File: src/rtl/synth_prog_pkg.sv
package synth_prog_pkg;
  localparam int FRAME_W    = 16;
  localparam int PAYLOAD_W  = FRAME_W - 2;
  localparam int TUNE_W     = 2 * PAYLOAD_W;
  localparam int CTRL_W     = PAYLOAD_W;
  localparam int NUM_FRAMES = 5;
  localparam int FRM_W      = $clog2(NUM_FRAMES);
  localparam int BIT_W      = $clog2(FRAME_W);

  localparam logic [1:0] PFX_CTRL  = 2'b00;
  localparam logic [1:0] PFX_FREQ  = 2'b01;
  localparam logic [1:0] PFX_PHASE = 2'b11;

  typedef enum logic [2:0] {
    SER_IDLE,
    SER_HI,
    SER_LO,
    SER_TAIL,
    SER_GAP
  } ser_state_e;
endpackage

File: src/rtl/sps_halfper.sv
module sps_halfper #(
  parameter int DIV_W = 8
) (
  input  logic             clk,
  input  logic             rst_n,
  input  logic             restart,
  input  logic [DIV_W-1:0] div_cfg,
  output logic             tick
);
  logic [DIV_W-1:0] cnt_q, cnt_d;

  assign tick = (cnt_q == '0);

  always_comb begin
    if (restart || tick) cnt_d = div_cfg;
    else                 cnt_d = cnt_q - 1'b1;
  end

  always_ff @(posedge clk or negedge rst_n) begin
    if (!rst_n) cnt_q <= '0;
    else        cnt_q <= cnt_d;
  end
endmodule

File: src/rtl/sps_tuner.sv
module sps_tuner
  import synth_prog_pkg::*;
#(
  parameter int PH_W = 12
) (
  input  logic              clk,
  input  logic              rst_n,
  input  logic              busy,
  input  logic              load,
  input  logic [TUNE_W-1:0] tune_in,
  input  logic [PH_W-1:0]   phase_in,
  input  logic [CTRL_W-1:0] ctrl_in,
  input  logic [TUNE_W-1:0] step_amt,
  input  logic              inc_req,
  input  logic              dec_req,
  output logic [TUNE_W-1:0] tune_q,
  output logic [PH_W-1:0]   phase_q,
  output logic [CTRL_W-1:0] ctrl_q,
  output logic              start
);
  logic              inc_prev_q, dec_prev_q;
  logic              pend_load_q, pend_inc_q, pend_dec_q;
  logic              pend_load_d, pend_inc_d, pend_dec_d;
  logic [TUNE_W-1:0] stg_tune_q;
  logic [PH_W-1:0]   stg_phase_q;
  logic [CTRL_W-1:0] stg_ctrl_q;
  logic [TUNE_W-1:0] tune_d;
  logic              start_q, start_d;
  logic              inc_rise, dec_rise, can_apply;
  logic              apply_load, apply_inc, apply_dec;
  logic [TUNE_W:0]   sum_ext;
  logic [TUNE_W-1:0] up_val, down_val;

  assign inc_rise = inc_req & ~inc_prev_q;
  assign dec_rise = dec_req & ~dec_prev_q;
  assign can_apply = ~busy & ~start_q;
  assign apply_load = can_apply & pend_load_q;
  assign apply_inc  = can_apply & ~pend_load_q & pend_inc_q;
  assign apply_dec  = can_apply & ~pend_load_q & ~pend_inc_q & pend_dec_q;

  assign sum_ext  = {1'b0, tune_q} + {1'b0, step_amt};
  assign up_val   = sum_ext[TUNE_W] ? '1 : sum_ext[TUNE_W-1:0];
  assign down_val = (step_amt > tune_q) ? '0 : (tune_q - step_amt);

  always_comb begin
    pend_load_d = (pend_load_q & ~apply_load) | load;
    pend_inc_d  = (pend_inc_q & ~apply_inc) | inc_rise;
    pend_dec_d  = (pend_dec_q & ~apply_dec) | dec_rise;
    start_d     = apply_load | apply_inc | apply_dec;
    tune_d      = tune_q;
    if (apply_load)     tune_d = stg_tune_q;
    else if (apply_inc) tune_d = up_val;
    else if (apply_dec) tune_d = down_val;
  end

  always_ff @(posedge clk or negedge rst_n) begin
    if (!rst_n) begin
      inc_prev_q  <= 1'b0;
      dec_prev_q  <= 1'b0;
      pend_load_q <= 1'b0;
      pend_inc_q  <= 1'b0;
      pend_dec_q  <= 1'b0;
      start_q     <= 1'b0;
      tune_q      <= '0;
    end else begin
      inc_prev_q  <= inc_req;
      dec_prev_q  <= dec_req;
      pend_load_q <= pend_load_d;
      pend_inc_q  <= pend_inc_d;
      pend_dec_q  <= pend_dec_d;
      start_q     <= start_d;
      tune_q      <= tune_d;
    end
  end

  always_ff @(posedge clk or negedge rst_n) begin
    if (!rst_n) begin
      stg_tune_q  <= '0;
      stg_phase_q <= '0;
      stg_ctrl_q  <= '0;
    end else if (load) begin
      stg_tune_q  <= tune_in;
      stg_phase_q <= phase_in;
      stg_ctrl_q  <= ctrl_in;
    end
  end

  always_ff @(posedge clk or negedge rst_n) begin
    if (!rst_n) begin
      phase_q <= '0;
      ctrl_q  <= '0;
    end else if (apply_load) begin
      phase_q <= stg_phase_q;
      ctrl_q  <= stg_ctrl_q;
    end
  end

  assign start = start_q;
endmodule

File: src/rtl/sps_frame_mux.sv
module sps_frame_mux
  import synth_prog_pkg::*;
#(
  parameter int PH_W    = 12,
  parameter int RST_BIT = 8
) (
  input  logic [FRM_W-1:0]   idx,
  input  logic [TUNE_W-1:0]  tune,
  input  logic [PH_W-1:0]    phase,
  input  logic [CTRL_W-1:0]  ctrl,
  output logic [FRAME_W-1:0] word
);
  localparam int PAD_W = PAYLOAD_W - PH_W;

  logic [CTRL_W-1:0] ctrl_enter, ctrl_leave;

  always_comb begin
    ctrl_enter = ctrl;
    ctrl_enter[RST_BIT] = 1'b1;
    ctrl_leave = ctrl;
    ctrl_leave[RST_BIT] = 1'b0;
  end

  always_comb begin
    unique case (idx)
      FRM_W'(0): word = {PFX_CTRL, ctrl_enter};
      FRM_W'(1): word = {PFX_FREQ, tune[PAYLOAD_W-1:0]};
      FRM_W'(2): word = {PFX_FREQ, tune[TUNE_W-1:PAYLOAD_W]};
      FRM_W'(3): word = {PFX_PHASE, {PAD_W{1'b0}}, phase};
      default:   word = {PFX_CTRL, ctrl_leave};
    endcase
  end
endmodule

File: src/rtl/sps_serializer.sv
module sps_serializer
  import synth_prog_pkg::*;
(
  input  logic               clk,
  input  logic               rst_n,
  input  logic               start,
  input  logic               tick,
  input  logic [FRAME_W-1:0] frame_word,
  output logic [FRM_W-1:0]   frame_idx,
  output logic               restart,
  output logic               sclk,
  output logic               sdata,
  output logic               fsel_n,
  output logic               busy,
  output logic               done
);
  localparam logic [BIT_W-1:0] BIT_LAST = BIT_W'(FRAME_W - 1);
  localparam logic [FRM_W-1:0] FRM_LAST = FRM_W'(NUM_FRAMES - 1);

  ser_state_e         state_q, state_d;
  logic [BIT_W-1:0]   bit_q, bit_d;
  logic [FRM_W-1:0]   frm_q, frm_d;
  logic               gap2_q, gap2_d;
  logic [FRAME_W-1:0] sh_q, sh_d;
  logic               done_d, in_frame_d;
  logic               sclk_q, sdata_q, fsel_n_q, busy_q, done_q;

  assign frame_idx = (state_q == SER_IDLE) ? '0 : FRM_W'(frm_q + 1'b1);
  assign restart   = (state_q == SER_IDLE);

  always_comb begin
    state_d = state_q;
    bit_d   = bit_q;
    frm_d   = frm_q;
    gap2_d  = gap2_q;
    sh_d    = sh_q;
    done_d  = 1'b0;
    unique case (state_q)
      SER_IDLE: begin
        if (start) begin
          state_d = SER_HI;
          bit_d   = BIT_LAST;
          frm_d   = '0;
          sh_d    = frame_word;
        end
      end
      SER_HI: begin
        if (tick) state_d = SER_LO;
      end
      SER_LO: begin
        if (tick) begin
          if (bit_q == '0) begin
            state_d = SER_TAIL;
          end else begin
            state_d = SER_HI;
            bit_d   = bit_q - 1'b1;
            sh_d    = {sh_q[FRAME_W-2:0], 1'b0};
          end
        end
      end
      SER_TAIL: begin
        if (tick) begin
          if (frm_q == FRM_LAST) begin
            state_d = SER_IDLE;
            done_d  = 1'b1;
          end else begin
            state_d = SER_GAP;
            gap2_d  = 1'b0;
          end
        end
      end
      SER_GAP: begin
        if (tick) begin
          if (!gap2_q) begin
            gap2_d = 1'b1;
          end else begin
            state_d = SER_HI;
            frm_d   = FRM_W'(frm_q + 1'b1);
            bit_d   = BIT_LAST;
            sh_d    = frame_word;
          end
        end
      end
      default: state_d = SER_IDLE;
    endcase
  end

  assign in_frame_d = (state_d == SER_HI) || (state_d == SER_LO) || (state_d == SER_TAIL);

  always_ff @(posedge clk or negedge rst_n) begin
    if (!rst_n) begin
      state_q  <= SER_IDLE;
      bit_q    <= '0;
      frm_q    <= '0;
      gap2_q   <= 1'b0;
      sh_q     <= '0;
      sclk_q   <= 1'b1;
      sdata_q  <= 1'b0;
      fsel_n_q <= 1'b1;
      busy_q   <= 1'b0;
      done_q   <= 1'b0;
    end else begin
      state_q  <= state_d;
      bit_q    <= bit_d;
      frm_q    <= frm_d;
      gap2_q   <= gap2_d;
      sh_q     <= sh_d;
      sclk_q   <= (state_d != SER_LO);
      sdata_q  <= in_frame_d & sh_d[FRAME_W-1];
      fsel_n_q <= ~in_frame_d;
      busy_q   <= (state_d != SER_IDLE);
      done_q   <= done_d;
    end
  end

  assign sclk   = sclk_q;
  assign sdata  = sdata_q;
  assign fsel_n = fsel_n_q;
  assign busy   = busy_q;
  assign done   = done_q;
endmodule

File: src/rtl/synth_prog_seq.sv
module synth_prog_seq
  import synth_prog_pkg::*;
#(
  parameter int PH_W    = 12,
  parameter int RST_BIT = 8,
  parameter int DIV_W   = 8
) (
  input  logic              clk,
  input  logic              rst_n,
  input  logic [DIV_W-1:0]  div_cfg,
  input  logic [TUNE_W-1:0] step_amt,
  input  logic [TUNE_W-1:0] tune_in,
  input  logic [PH_W-1:0]   phase_in,
  input  logic [CTRL_W-1:0] ctrl_in,
  input  logic              load,
  input  logic              inc_req,
  input  logic              dec_req,
  output logic              sclk,
  output logic              sdata,
  output logic              fsel_n,
  output logic              busy,
  output logic              done,
  output logic [TUNE_W-1:0] tune_word
);
  logic [TUNE_W-1:0]  tune_q;
  logic [PH_W-1:0]    phase_q;
  logic [CTRL_W-1:0]  ctrl_q;
  logic               start, tick, restart;
  logic [FRM_W-1:0]   frame_idx;
  logic [FRAME_W-1:0] frame_word;

  sps_tuner #(.PH_W(PH_W)) u_tuner (
    .clk      (clk),
    .rst_n    (rst_n),
    .busy     (busy),
    .load     (load),
    .tune_in  (tune_in),
    .phase_in (phase_in),
    .ctrl_in  (ctrl_in),
    .step_amt (step_amt),
    .inc_req  (inc_req),
    .dec_req  (dec_req),
    .tune_q   (tune_q),
    .phase_q  (phase_q),
    .ctrl_q   (ctrl_q),
    .start    (start)
  );

  sps_frame_mux #(.PH_W(PH_W), .RST_BIT(RST_BIT)) u_mux (
    .idx   (frame_idx),
    .tune  (tune_q),
    .phase (phase_q),
    .ctrl  (ctrl_q),
    .word  (frame_word)
  );

  sps_halfper #(.DIV_W(DIV_W)) u_halfper (
    .clk     (clk),
    .rst_n   (rst_n),
    .restart (restart),
    .div_cfg (div_cfg),
    .tick    (tick)
  );

  sps_serializer u_ser (
    .clk        (clk),
    .rst_n      (rst_n),
    .start      (start),
    .tick       (tick),
    .frame_word (frame_word),
    .frame_idx  (frame_idx),
    .restart    (restart),
    .sclk       (sclk),
    .sdata      (sdata),
    .fsel_n     (fsel_n),
    .busy       (busy),
    .done       (done)
  );

  assign tune_word = tune_q;
endmodule

File: config.mk
export PLATFORM = sky130hd
export DESIGN_NAME = synth_prog_seq
export DESIGN_NICKNAME = d
export VERILOG_FILES = /design/src/rtl/synth_prog_pkg.sv /design/src/rtl/sps_halfper.sv /design/src/rtl/sps_tuner.sv /design/src/rtl/sps_frame_mux.sv /design/src/rtl/sps_serializer.sv /design/src/rtl/synth_prog_seq.sv
export SDC_FILE = /design/constraint.sdc
export NUM_CORES = 1
export LEC_CHECK = 0
export BUFFER_PORTS_ARGS = -buffer_cell sky130_fd_sc_hd__buf_2
export CAP_MARGIN = 20
export CORE_ASPECT_RATIO = 1.5
export CORE_UTILIZATION = 40
export DETAILED_ROUTE_END_ITERATION = 12
export PLACE_DENSITY = 0.66
export SETUP_SLACK_MARGIN = 0.2
export SYNTH_ARGS = -nofsm -noshare
export SYNTH_HDL_FRONTEND = slang
export SYNTH_SLANG_ARGS = --single-unit
File: constraint.sdc
create_clock -name clk -period 6.4 [get_ports clk]
set_input_delay 1.28 -clock clk [delete_from_list [all_inputs] [get_ports clk]]
set_output_delay 1.28 -clock clk [all_outputs]
set_load 0.03 [all_outputs]
==> results of run 1 <==
==> power by group <==
part	switching (mW)	internal, mW
Sequential	0.363	1.25
Clock	0.373	0.635
Combinational	1.64	1.00
Total	2.37	2.89
==> state kept, by name, indices dropped and copies added (netlist names), 4 cells and up <==
name / cells
u_tuner.phase_q: 12
u_tuner.tune_q: 28
u_tuner.stg_tune_q: 28
u_tuner.stg_phase_q: 12
u_ser.sh_q: 16
u_tuner.stg_ctrl_q: 13
u_halfper.cnt_q: 8
u_tuner.ctrl_q: 13
u_ser.bit_q: 4
==> cells in the mapped netlist (9+ instances only) <==
master and number:
nor2_1 65, ha_1 62, o21bai_1 10, o21ai_1 10
a211oi_1 11, a31oi_1 24, a221oi_1 9, inv_1 73
nor3_1 17, clkbuf_1 39, or3_1 13, o31ai_1 10
nand2b_1 10, o21ai_0 100, a21oi_1 83, nand3_1 21
xnor2_1 14, buf_2 16, dfrtp_1 150, mux2_2 72
nor2b_1 10, a221o_1 16, a21o_1 19, nand2_1 88
mux2i_1 13
==> worst max path at each step <==
stage / start / end / slack, ns / cells past startpoint
2_1_floorplan: step_amt[22] / u_tuner.tune_q[27] / 2.73 / 12
3_3_place_gp: step_amt[9] / u_tuner.tune_q[15] / 1.77 / 13
3_5_place_dp: step_amt[0] / u_tuner.tune_q[22] / 1.74 / 12
4_1_cts: step_amt[0] / u_tuner.tune_q[22] / 2.19 / 12
5_1_grt: step_amt[9] / u_tuner.tune_q[15] / 2.00 / 13
6_report: step_amt[0] / u_tuner.tune_q[22] / 2.14 / 12
==> layout make-up <==
cell class              count  area, µm²  area share, %
clock inverters             7        120           1.06
inverters                  73        274           2.41
flip-flops and latches    152       3810           33.5
clock buffers              25        475           4.18
well taps                 324        405           3.57
multi-input cells         795       5590           49.2
repair buffers            133        689           6.07
==> layer usage <==
metal / share of wire (%) / GRT usage [%]
met4: 5.1 / 11.9
met3: 4.3 / 3.59
met2: 50 / 39.0
met1: 41 / 27.1
met5: 0 / 0
==> worst reg2reg max path, stage by stage (launching register included) <==
cell and delay [ns]:
dfrtp_1 0.46, inv_1 0.11, ha_1 0.16, inv_1 0.05
fa_1 0.43, a211oi_1 0.34, o211ai_1 0.18, nand2_1 0.17
a2bb2oi_2 0.13, a41oi_4 0.61, nor2_2 0.26, o2bb2ai_1 0.19
o21ai_0 0.27, a221oi_1 0.13, a21o_1 0.19
==> cell families after synthesis <==
| logic type | synth area share (%) |
|---|---|
| fa+ha+maj | 8.20 |
| xor+xnor | 1.94 |
| flops | 38.3 |
| mux | 9.46 |
| compound gates | 23.6 |
| simple gates | 12.8 |
| buf+inv | 5.71 |
==> results.py, run 1 <==
metrics = {
    "layout": {
        "fin_util_pct": 46.5,
        "diodes": 0,
        "layout_commonest_cell": "dfrtp_1",
        "n_fill_cell": 2349,
        "layout_common_cells": "150 x dfrtp_1, 125 x buf_2, 100 x o21ai_0",
        "area_growth_pct": 14.2,
        "layout-drive-gt1-share_pct": 22.2,
        "final_cells": 1509,
        "final_nets": 1331,
        "fin_area_mm2": 0.0114,
    },
    "clock_network": {
        "clock_sinks": 152,
        "cts_buffers": 17,
        "post-cts-setup-buffers": 0,
        "cts_buffer_depth": 2,
        "htree_levels": 4,
        "clock_tree.root_cell": "clkbuf_16",
        "hold_buffers": 0,
        "cts_resized": 0,
        "clk_latency_ns": 0.42,
        "clk_pin_slew_worst_paths_ns": 0.06,
        "cts_tree": "done",
    },
    "floorplanning": {
        "floorplan.rows": 70,
        "num_io_pins": 128,
        "dieArea_mm2": 0.0255,
        "core-area_mm2": 0.0244,
        "start_util_pct": 40.7,
        "die_x_um": 131,
        "die_y_um": 195,
    },
    "routing": {
        "drt_iter0_markers": 672,
        "drc": 0,
        "via_per_inst": 5.73,
        "dr.pass1.iters": 5,
        "wl_per_cell_um": 18.8,
        "antenna_left": 0,
        "wl_um": 28400,
        "vias": 8649,
    },
    "logic_synthesis": {
        "synth-seq-cells": 152,
        "synth_edf_count": 0,
        "async_reset_ff_share_pct": 100,
        "ys_types": 75,
        "synth_top_area_share_pct": 37.7,
        "syn-instance-count": 1086,
        "synth_top_cell_by_area": "dfrtp_1",
        "synth_ff_type": "dfrtp_1",
        "synth_warnings": 0,
        "ys_top_cells_by_area": "dfrtp_1 38%, mux2_2 8.1%, ha_1 7.8%",
        "ys_seq_area_share_pct": 38.3,
        "postSynthNetCount": 1245,
        "avgSynthCellArea_um2": 9.16,
        "synth_area_mm2": 0.00995,
    },
    "setup_path": {
        "required_ns": 6.71,
        "critPathMaxStageDelay_ns": 0.54,
        "worstReg2RegStart": "u_tuner.tune_q[0]",
        "crit_fanout": 11,
        "regToRegEndpoint": "u_tuner.tune_q[15]",
        "cp_num_buf_inv": 1,
        "cpLargestDelayFamily": "compound AO/OA/AOI/OAI gates",
        "cpMaxStageDelayCell": "o31a_1",
        "reg2reg_slack_ns": 2.61,
        "path_cells": "buf_2, ha_1, fa_1, nor2b_2, o221ai_1, a22oi_2, a31oi_2, o31ai_4, a31oi_2, o31a_1, o221ai_1, a22o_1",
        "crit_arrival_ns": 4.57,
        "startpoint_type": "input pin",
        "crit_path_end_kind": "flip-flop",
        "critPathKind": "input pin to flip-flop",
        "reg2reg_depth": 14,
    },
    "sta": {
        "worstMarginPinSlew_ns": 0.922,
        "setup_violations": 0,
        "max_freq_mhz": 235,
        "finalCritPeriodShare_pct": 66.6,
        "hold_slack_ns": 0.431,
        "rsz0062_at_grt": "false",
        "fin_setup_tns_ns": 0,
        "maxSlewHeadroom_pct": 38.5,
        "finClkSkew_ns": 0.00731,
        "fin_ws_ns": 2.14,
        "hold_viol": 0,
        "period_needed_ns": 4.26,
        "slew_violations": 0,
    },
    "power": {
        "power_mw": 5.26,
        "power_density_mw_per_mm2": 463,
        "ir_drop_uv": 204,
        "p_leak_nw": 5.13,
    },
    "global_routing": {
        "antenna_found_initial": 0,
        "grt_pass1_wl_um": 44500,
        "grt_max_degree": 99,
        "track_usage_pct": 22.8,
        "overflow": 0,
        "grt_pass1_vias": 8375,
    },
    "hold_path": {
        "hp-class": "flip-flop to flip-flop",
        "holdPathStages": 1,
        "min_to": "u_tuner.pend_dec_q",
        "min-delay-start": "u_tuner.dec_prev_q",
    },
    "status": {
        "status": "completed",
    },
    "placed_design": {
        "place_area_mm2": 0.0108,
        "portBuffers": 126,
        "pre_cts_slack_ns": 1.74,
        "dp_hpwl_um": 21300,
        "place_congestion": 0.907,
        "dp.cells": 1477,
    },
    "run": {
        "cap_violations": 0,
    },
}
Note: power is estimated with default switching activity, not from simulation.
==> run 2, diff against run 1 <==
- PLACE_DENSITY: 0.66 -> 0.68
- clock period: 6.4 -> 3.5 ns (I/O delays scaled with it)
==> run 2 against run 1 <==
Compared with the run above:
- non-clock buffer count rose by 111
- clock skew rose by 0.0036 ns
- worst hold slack got worse by 0.12 ns
- final area rose by 8.5%
- register-to-register slack got worse by 2.3 ns
- worst setup slack got worse by 1.8 ns
- via count rose by 5.5%
==> results.py, run 2 (same netlist as run 1, synthesis figures left out) <==
metrics = {
    "floorplanning": {
        "core-area_mm2": 0.0244,
        "die_x_um": 131,
        "die_y_um": 195,
        "num_io_pins": 128,
        "start_util_pct": 40.7,
        "floorplan.rows": 70,
        "dieArea_mm2": 0.0255,
    },
    "clock_network": {
        "hold_buffers": 0,
        "clk_latency_ns": 0.43,
        "htree_levels": 4,
        "cts_buffers": 17,
        "clk_pin_slew_worst_paths_ns": 0.07,
        "cts_buffer_depth": 2,
        "cts_tree": "done",
        "clock_tree.root_cell": "clkbuf_16",
        "clock_sinks": 152,
    },
    "sta": {
        "period_needed_ns": 3.16,
        "hold_viol": 0,
        "worstMarginPinSlew_ns": 0.757,
        "finClkSkew_ns": 0.0109,
        "finalCritPeriodShare_pct": 90.3,
        "max_freq_mhz": 316,
        "slew_violations": 0,
        "maxSlewHeadroom_pct": 49.5,
        "rsz0062_at_grt": "true",
        "setup_violations": 0,
    },
    "layout": {
        "layout-drive-gt1-share_pct": 29.8,
        "area_growth_pct": 24.0,
        "layout_commonest_cell": "dfrtp_1",
        "diodes": 0,
        "largest_registers": "u_tuner.stg_tune_q: 28 flops, u_tuner.tune_q: 28 flops, u_ser.sh_q: 16 flops",
        "final_nets": 1442,
        "fin_util_pct": 50.5,
        "layout_common_cells": "149 x dfrtp_1, 125 x buf_2, 116 x buf_4",
        "fin_area_mm2": 0.0123,
    },
    "global_routing": {
        "grt_pass1_vias": 9058,
        "track_usage_pct": 25.1,
        "grt_pass1_wl_um": 48300,
        "antenna_found_initial": 0,
        "grt_max_degree": 80,
        "overflow": 0,
    },
    "routing": {
        "antenna_left": 0,
        "wl_per_cell_um": 19.1,
        "drt_iter0_markers": 607,
        "wl_um": 31000,
        "drc": 0,
        "via_per_inst": 5.64,
        "dr.pass1.iters": 5,
        "vias": 9129,
    },
    "power": {
        "power_frac_seq_pct": 25.8,
        "power_density_mw_per_mm2": 880,
        "p_sw_mw": 4.75,
        "p_leak_nw": 5.73,
        "p_int_mw": 6.10,
        "power_frac_clock_pct": 19.0,
        "p_comb_share_pct": 55.2,
        "ir_drop_uv": 568,
        "switching_share_pct": 43.8,
    },
    "placed_design": {
        "place_area_mm2": 0.0116,
        "portBuffers": 126,
        "dp_hpwl_um": 24300,
        "place_congestion": 0.949,
    },
    "setup_path": {
        "crit_path_end_kind": "flip-flop",
        "crit_fanout": 7,
        "startpoint_type": "flip-flop",
        "required_ns": 3.81,
        "critPathKind": "flip-flop to flip-flop",
        "cp-startpoint": "u_tuner.tune_q[0]",
        "reg2reg_slack_ns": 0.34,
        "worstReg2RegStart": "u_tuner.tune_q[0]",
        "crit_arrival_ns": 3.47,
    },
    "run": {
        "cap_violations": 0,
    },
    "status": {
        "status": "completed",
    },
    "hold_path": {
        "hp-class": "input pin to asynchronous set/reset pin",
    },
}
[run 2: cell count changes in the layout (fill, tap and decap cells not counted), sizes merged]
cell	change
buf	+111
clkbuf	-8
bufinv	+2
clkinvlp	+1
clkinv	-1
inv	+6
[run 2: area by class of cell]
| type | count | area (µm²) |
|---|---|---|
| Multi-Input combinational cell | 795 | 5640 |
| Inverter | 73 | 274 |
| Clock inverter | 15 | 238 |
| Clock buffer | 17 | 425 |
| Tap cell | 324 | 405 |
| Sequential cell | 152 | 3810 |
| Fill cell | 2279 | 12100 |
| Timing Repair Buffer | 244 | 1540 |
[run 2: layer usage]
layer,global-route usage [%],vias up,wire [µm]
met3,3.75,96,1360
li1,-,4312,-
met5,0,-,0
met4,18.6,0,2490
met2,41.7,315,15300
met1,28.7,4406,11900
[run 2: through the flow]
| step | TNS [ns] | instances | hold WS (ns) | setup WS, ns | power, mW |
|---|---|---|---|---|---|
| 6_report | 0 | 1620 | 0.315 | 0.339 | 10.8 |
| 5_1_grt | 0 | 1620 | 0.376 | 0.193 | 11.5 |
| 3_5_place_dp | -0.428 | 1586 | 0.415 | -0.107 | 8.66 |
| 3_3_place_gp | -0.184 | 1586 | 0.402 | -0.0787 | 8.57 |
| 2_1_floorplan | 0 | 1086 | 0.400 | 0.410 | 6.30 |
| 4_1_cts | 0 | 1618 | 0.344 | 0.291 | 10.8 |
[run 2: timing repair]
| action | CTS | global route |
|---|---|---|
| resized for setup | 0 | 10 |
| setup endpoints to repair | 0 | 24 |
| buffers inserted | 0 | 2 |
| endpoints found under the hold margin | 0 | 0 |
[run 2: power by group through the flow]
stage	logic (mW)	clock network, mW	registers [mW]
4_1_cts	5.88	2.09	2.79
2_1_floorplan	3.36	0	2.94
5_1_grt	6.52	2.16	2.84
3_5_place_dp	5.84	0	2.82
3_3_place_gp	5.77	0	2.80
6_report	5.99	2.06	2.80
[run 2: critical path, cell delays in order, from the launching register on]
cell and delay (ns):
dfrtp_1 0.39, inv_1 0.08, ha_1 0.16, inv_1 0.05, fa_1 0.41, a211oi_2 0.20, buf_4 0.15, o211ai_1 0.12
nand2_1 0.17, a2bb2oi_4 0.11, a41oi_4 0.37, nor2_2 0.10, buf_4 0.17, a221o_1 0.30, o21ai_0 0.15, a21oi_1 0.11
[run 2: final timing paths]
path,to,depth (start not counted)
min in group clk,u_tuner.inc_prev_q,1
hold reg to reg,u_tuner.pend_inc_q,1
setup / recovery,u_tuner.tune_q[19],15
hold / removal,u_halfper.cnt_q[3],1
max in group asynchronous,u_tuner.stg_phase_q[2],2
setup reg to reg,u_tuner.tune_q[19],15
==> run 3, diff against run 2 <==
- ABC_AREA: unset -> 1
- CORE_MARGIN: unset -> 5
- CTS_BUF_LIST: unset -> sky130_fd_sc_hd__clkbuf_4 sky130_fd_sc_hd__clkbuf_8
- PLACE_DENSITY: 0.68 -> 0.67
==> run 3 against run 2 <==
Compared with the run above:
- via count rose by 23%
- non-clock buffer count fell by 88
- flip-flop and latch count did not move
- critical path type unchanged
- clock skew rose by 0.0046 ns
- largest power group unchanged
- worst setup slack improved by 0.32 ns
- first-iteration DRC count rose by 31%
- sequential share of layout area fell by 1.2 points
- routed wire length rose by 22%
- final area rose by 3.9%
- global-route usage fell by 1.1 points
- final cell count rose by 37%
- synthesized cell count rose by 60%
==> results.py, run 3 <==
metrics = {
    "setup_path": {
        "critPathKind": "flip-flop to flip-flop",
        "startpoint_type": "flip-flop",
        "crit_arrival_ns": 3.25,
        "crit_fanout": 21,
        "crit_path_end_kind": "flip-flop",
        "required_ns": 3.90,
    },
    "logic_synthesis": {
        "synth-seq-cells": 152,
        "yosysMostFrequentCell": "nand2_1",
        "ys_seq_area_share_pct": 33.7,
        "synth_top_cell_by_area": "dfrtp_1",
        "synth_warnings": 0,
        "ys_types": 47,
        "synth_area_mm2": 0.0113,
        "async_reset_ff_share_pct": 100,
        "synth_top_area_share_pct": 33.2,
        "synth_fa_ha_area_share_pct": 7.21,
        "postSynthNetCount": 1897,
        "synth_mux_area_share_pct": 0.797,
        "synth_ff_type": "dfrtp_1",
        "synth-simple-area-share_pct": 33.2,
        "ys_top_cells_by_area": "dfrtp_1 33%, nand2_1 20%, inv_1 9.8%",
        "synthXorXnorAreaFrac_pct": 0.929,
        "syn-instance-count": 1738,
        "synth_compound_area_share_pct": 11.6,
        "ys_top_cells_by_count": "606 x nand2_1, 295 x inv_1, 150 x dfrtp_1, 128 x nand3_1, 109 x o21ai_0",
        "synth_edf_count": 0,
        "avgSynthCellArea_um2": 6.51,
        "synth_top_family_by_area": "simple AND/OR/NAND/NOR gates",
    },
    "run": {
        "cap_violations": 0,
    },
    "layout": {
        "final_nets": 2016,
        "n_fill_cell": 2954,
        "layout-drive-gt1-share_pct": 12.3,
        "layout_commonest_cell": "nand2_1",
        "area_growth_pct": 13.4,
        "layout_common_cells": "606 x nand2_1, 295 x inv_1, 150 x dfrtp_1",
        "largest_registers": "u_tuner.stg_tune_q: 28 flops, u_tuner.tune_q: 28 flops, u_ser.sh_q: 16 flops",
        "final_cells": 2216,
    },
    "placed_design": {
        "dp.cells": 2184,
        "dp_hpwl_um": 31100,
        "place_congestion": 0.976,
        "portBuffers": 126,
    },
    "hold_path": {
        "hp-class": "input pin to asynchronous set/reset pin",
    },
    "clock_network": {
        "post-cts-setup-buffers": 0,
        "cts_buffers": 17,
        "cts_buffer_depth": 2,
        "clk_pin_slew_worst_paths_ns": 0.09,
        "cts_resized": 0,
        "clock_tree.root_cell": "clkbuf_8",
        "htree_levels": 4,
        "hold_buffers": 0,
        "cts_tree": "done",
        "clock_sinks": 152,
        "clk_latency_ns": 0.47,
    },
    "sta": {
        "hold_viol": 0,
        "setup_violations": 0,
        "slew_violations": 0,
        "finalCritPeriodShare_pct": 81.3,
        "fin_setup_tns_ns": 0,
        "period_needed_ns": 2.85,
        "rsz0062_at_grt": "false",
        "worstMarginPinSlew_ns": 0.786,
        "hold_slack_ns": 0.202,
        "maxSlewHeadroom_pct": 47.6,
        "finClkSkew_ns": 0.0155,
        "max_freq_mhz": 351,
    },
    "global_routing": {
        "track_usage_pct": 24.0,
        "overflow": 0,
        "grt_use_met1_pct": 26.6,
        "met2_usage_pct": 44.9,
        "grt_max_degree": 64,
        "grt_pass1_wl_um": 59800,
        "antenna_found_initial": 0,
        "grt_pass1_vias": 11500,
        "grt_busiest_layer": "met2",
        "grt_use_met3_pct": 2.29,
    },
    "power": {
        "ir_drop_uv": 303,
        "power_mw": 9.17,
        "p_leak_nw": 7.23,
        "power_density_mw_per_mm2": 716,
    },
    "floorplanning": {
        "dieArea_mm2": 0.0318,
        "start_util_pct": 40.4,
        "die_x_um": 147,
        "core-area_mm2": 0.0280,
        "floorplan.rows": 75,
        "die_y_um": 216,
        "num_io_pins": 128,
    },
    "status": {
        "status": "completed",
    },
    "routing": {
        "wl_um": 37700,
        "dr.pass1.iters": 5,
        "via_per_inst": 5.06,
        "vias": 11200,
        "wl_per_cell_um": 17.0,
        "drt_iter0_markers": 797,
        "drc": 0,
        "antenna_left": 0,
    },
}
run 3: changes by cell type after synthesis, sizes merged, moves of 13 or more:
cell    before  now
nand4        3   33
mux2        72    8
clkbuf      39   26
or3         14    0
a21o        19    3
nor2        68  116
a31oi       26    1
inv         73  301
mux2i       13    0
nand2       88  608
a221o       16    0
nand3       21  129
run 3: cell families after synthesis:
logic type	Yosys count
adders and majority gates	64
xor gates and xnor gates	12
DFF	152
AOI/OAI and AO/OA	233
and+or+nand+nor	910
muxes	8
buffers and inverters	359
run 3: metal layers:
metal / vias to the layer above / part of all wire [%] / routed length (µm)
met5: - / 0 / 0
met3: 103 / 3.1 / 1170
met1: 5145 / 39 / 14600
li1: 5675 / - / -
met4: 0 / 5.5 / 2080
met2: 283 / 53 / 19900
run 3: final timing paths:
path | from | to | slack, ns | depth (start not counted)
max in group asynchronous | rst_n | u_tuner.phase_q[2] | 2.45 | 2
worst min-delay path | rst_n | u_tuner.stg_ctrl_q[10] | 0.20 | 1
worst max register to register | u_tuner.tune_q[21] | u_tuner.tune_q[17] | 0.65 | 13
worst min register to register | u_tuner.inc_prev_q | u_tuner.pend_inc_q | 0.46 | 1
worst max-delay path | u_tuner.tune_q[21] | u_tuner.tune_q[17] | 0.65 | 13
min in group clk | dec_req | u_tuner.dec_prev_q | 0.37 | 1
run 3: metrics by stage:
stage          setup WS [ns]  area [µm²]  utilization, %
6_report               0.654       12800            45.8
2_1_floorplan           1.03       11300               -
3_5_place_dp           0.404       12400            44.4
5_1_grt                0.485       12800            45.8
3_3_place_gp           0.430       12400            44.4
4_1_cts                0.672       12800            45.8
run 3: final cells by class:
class                           instances  area [µm²]  share of cell area [%]
Timing Repair Buffer                  156         937                    7.31
Clock buffer                           18         241                    1.88
Tap cell                              346         433                    3.38
Antenna cell                            1        2.50                  0.0195
Sequential cell                       152        3810                    29.7
Clock inverter                         13         170                    1.33
Inverter                              303        1140                    8.87
Multi-Input combinational cell       1227        6090                    47.5
run 3: critical path, stage by stage, from the launching register on:
cell	delay [ns]
dfrtp_1	0.53
ha_1	0.55
nand2_1	0.20
nor2_2	0.24
nand2_1	0.17
nor2_1	0.20
nand2_2	0.10
a21oi_4	0.19
buf_12	0.20
nand3_1	0.09
nand3_1	0.08
buf_4	0.13
nand2_1	0.05
nand2_1	0.05
run 3: where the power goes:
part,switching [mW],internal [mW],leakage (nW)
combinational,3.47,1.62,5.12
clock,0.689,0.718,0.205
sequential,0.466,2.22,1.90
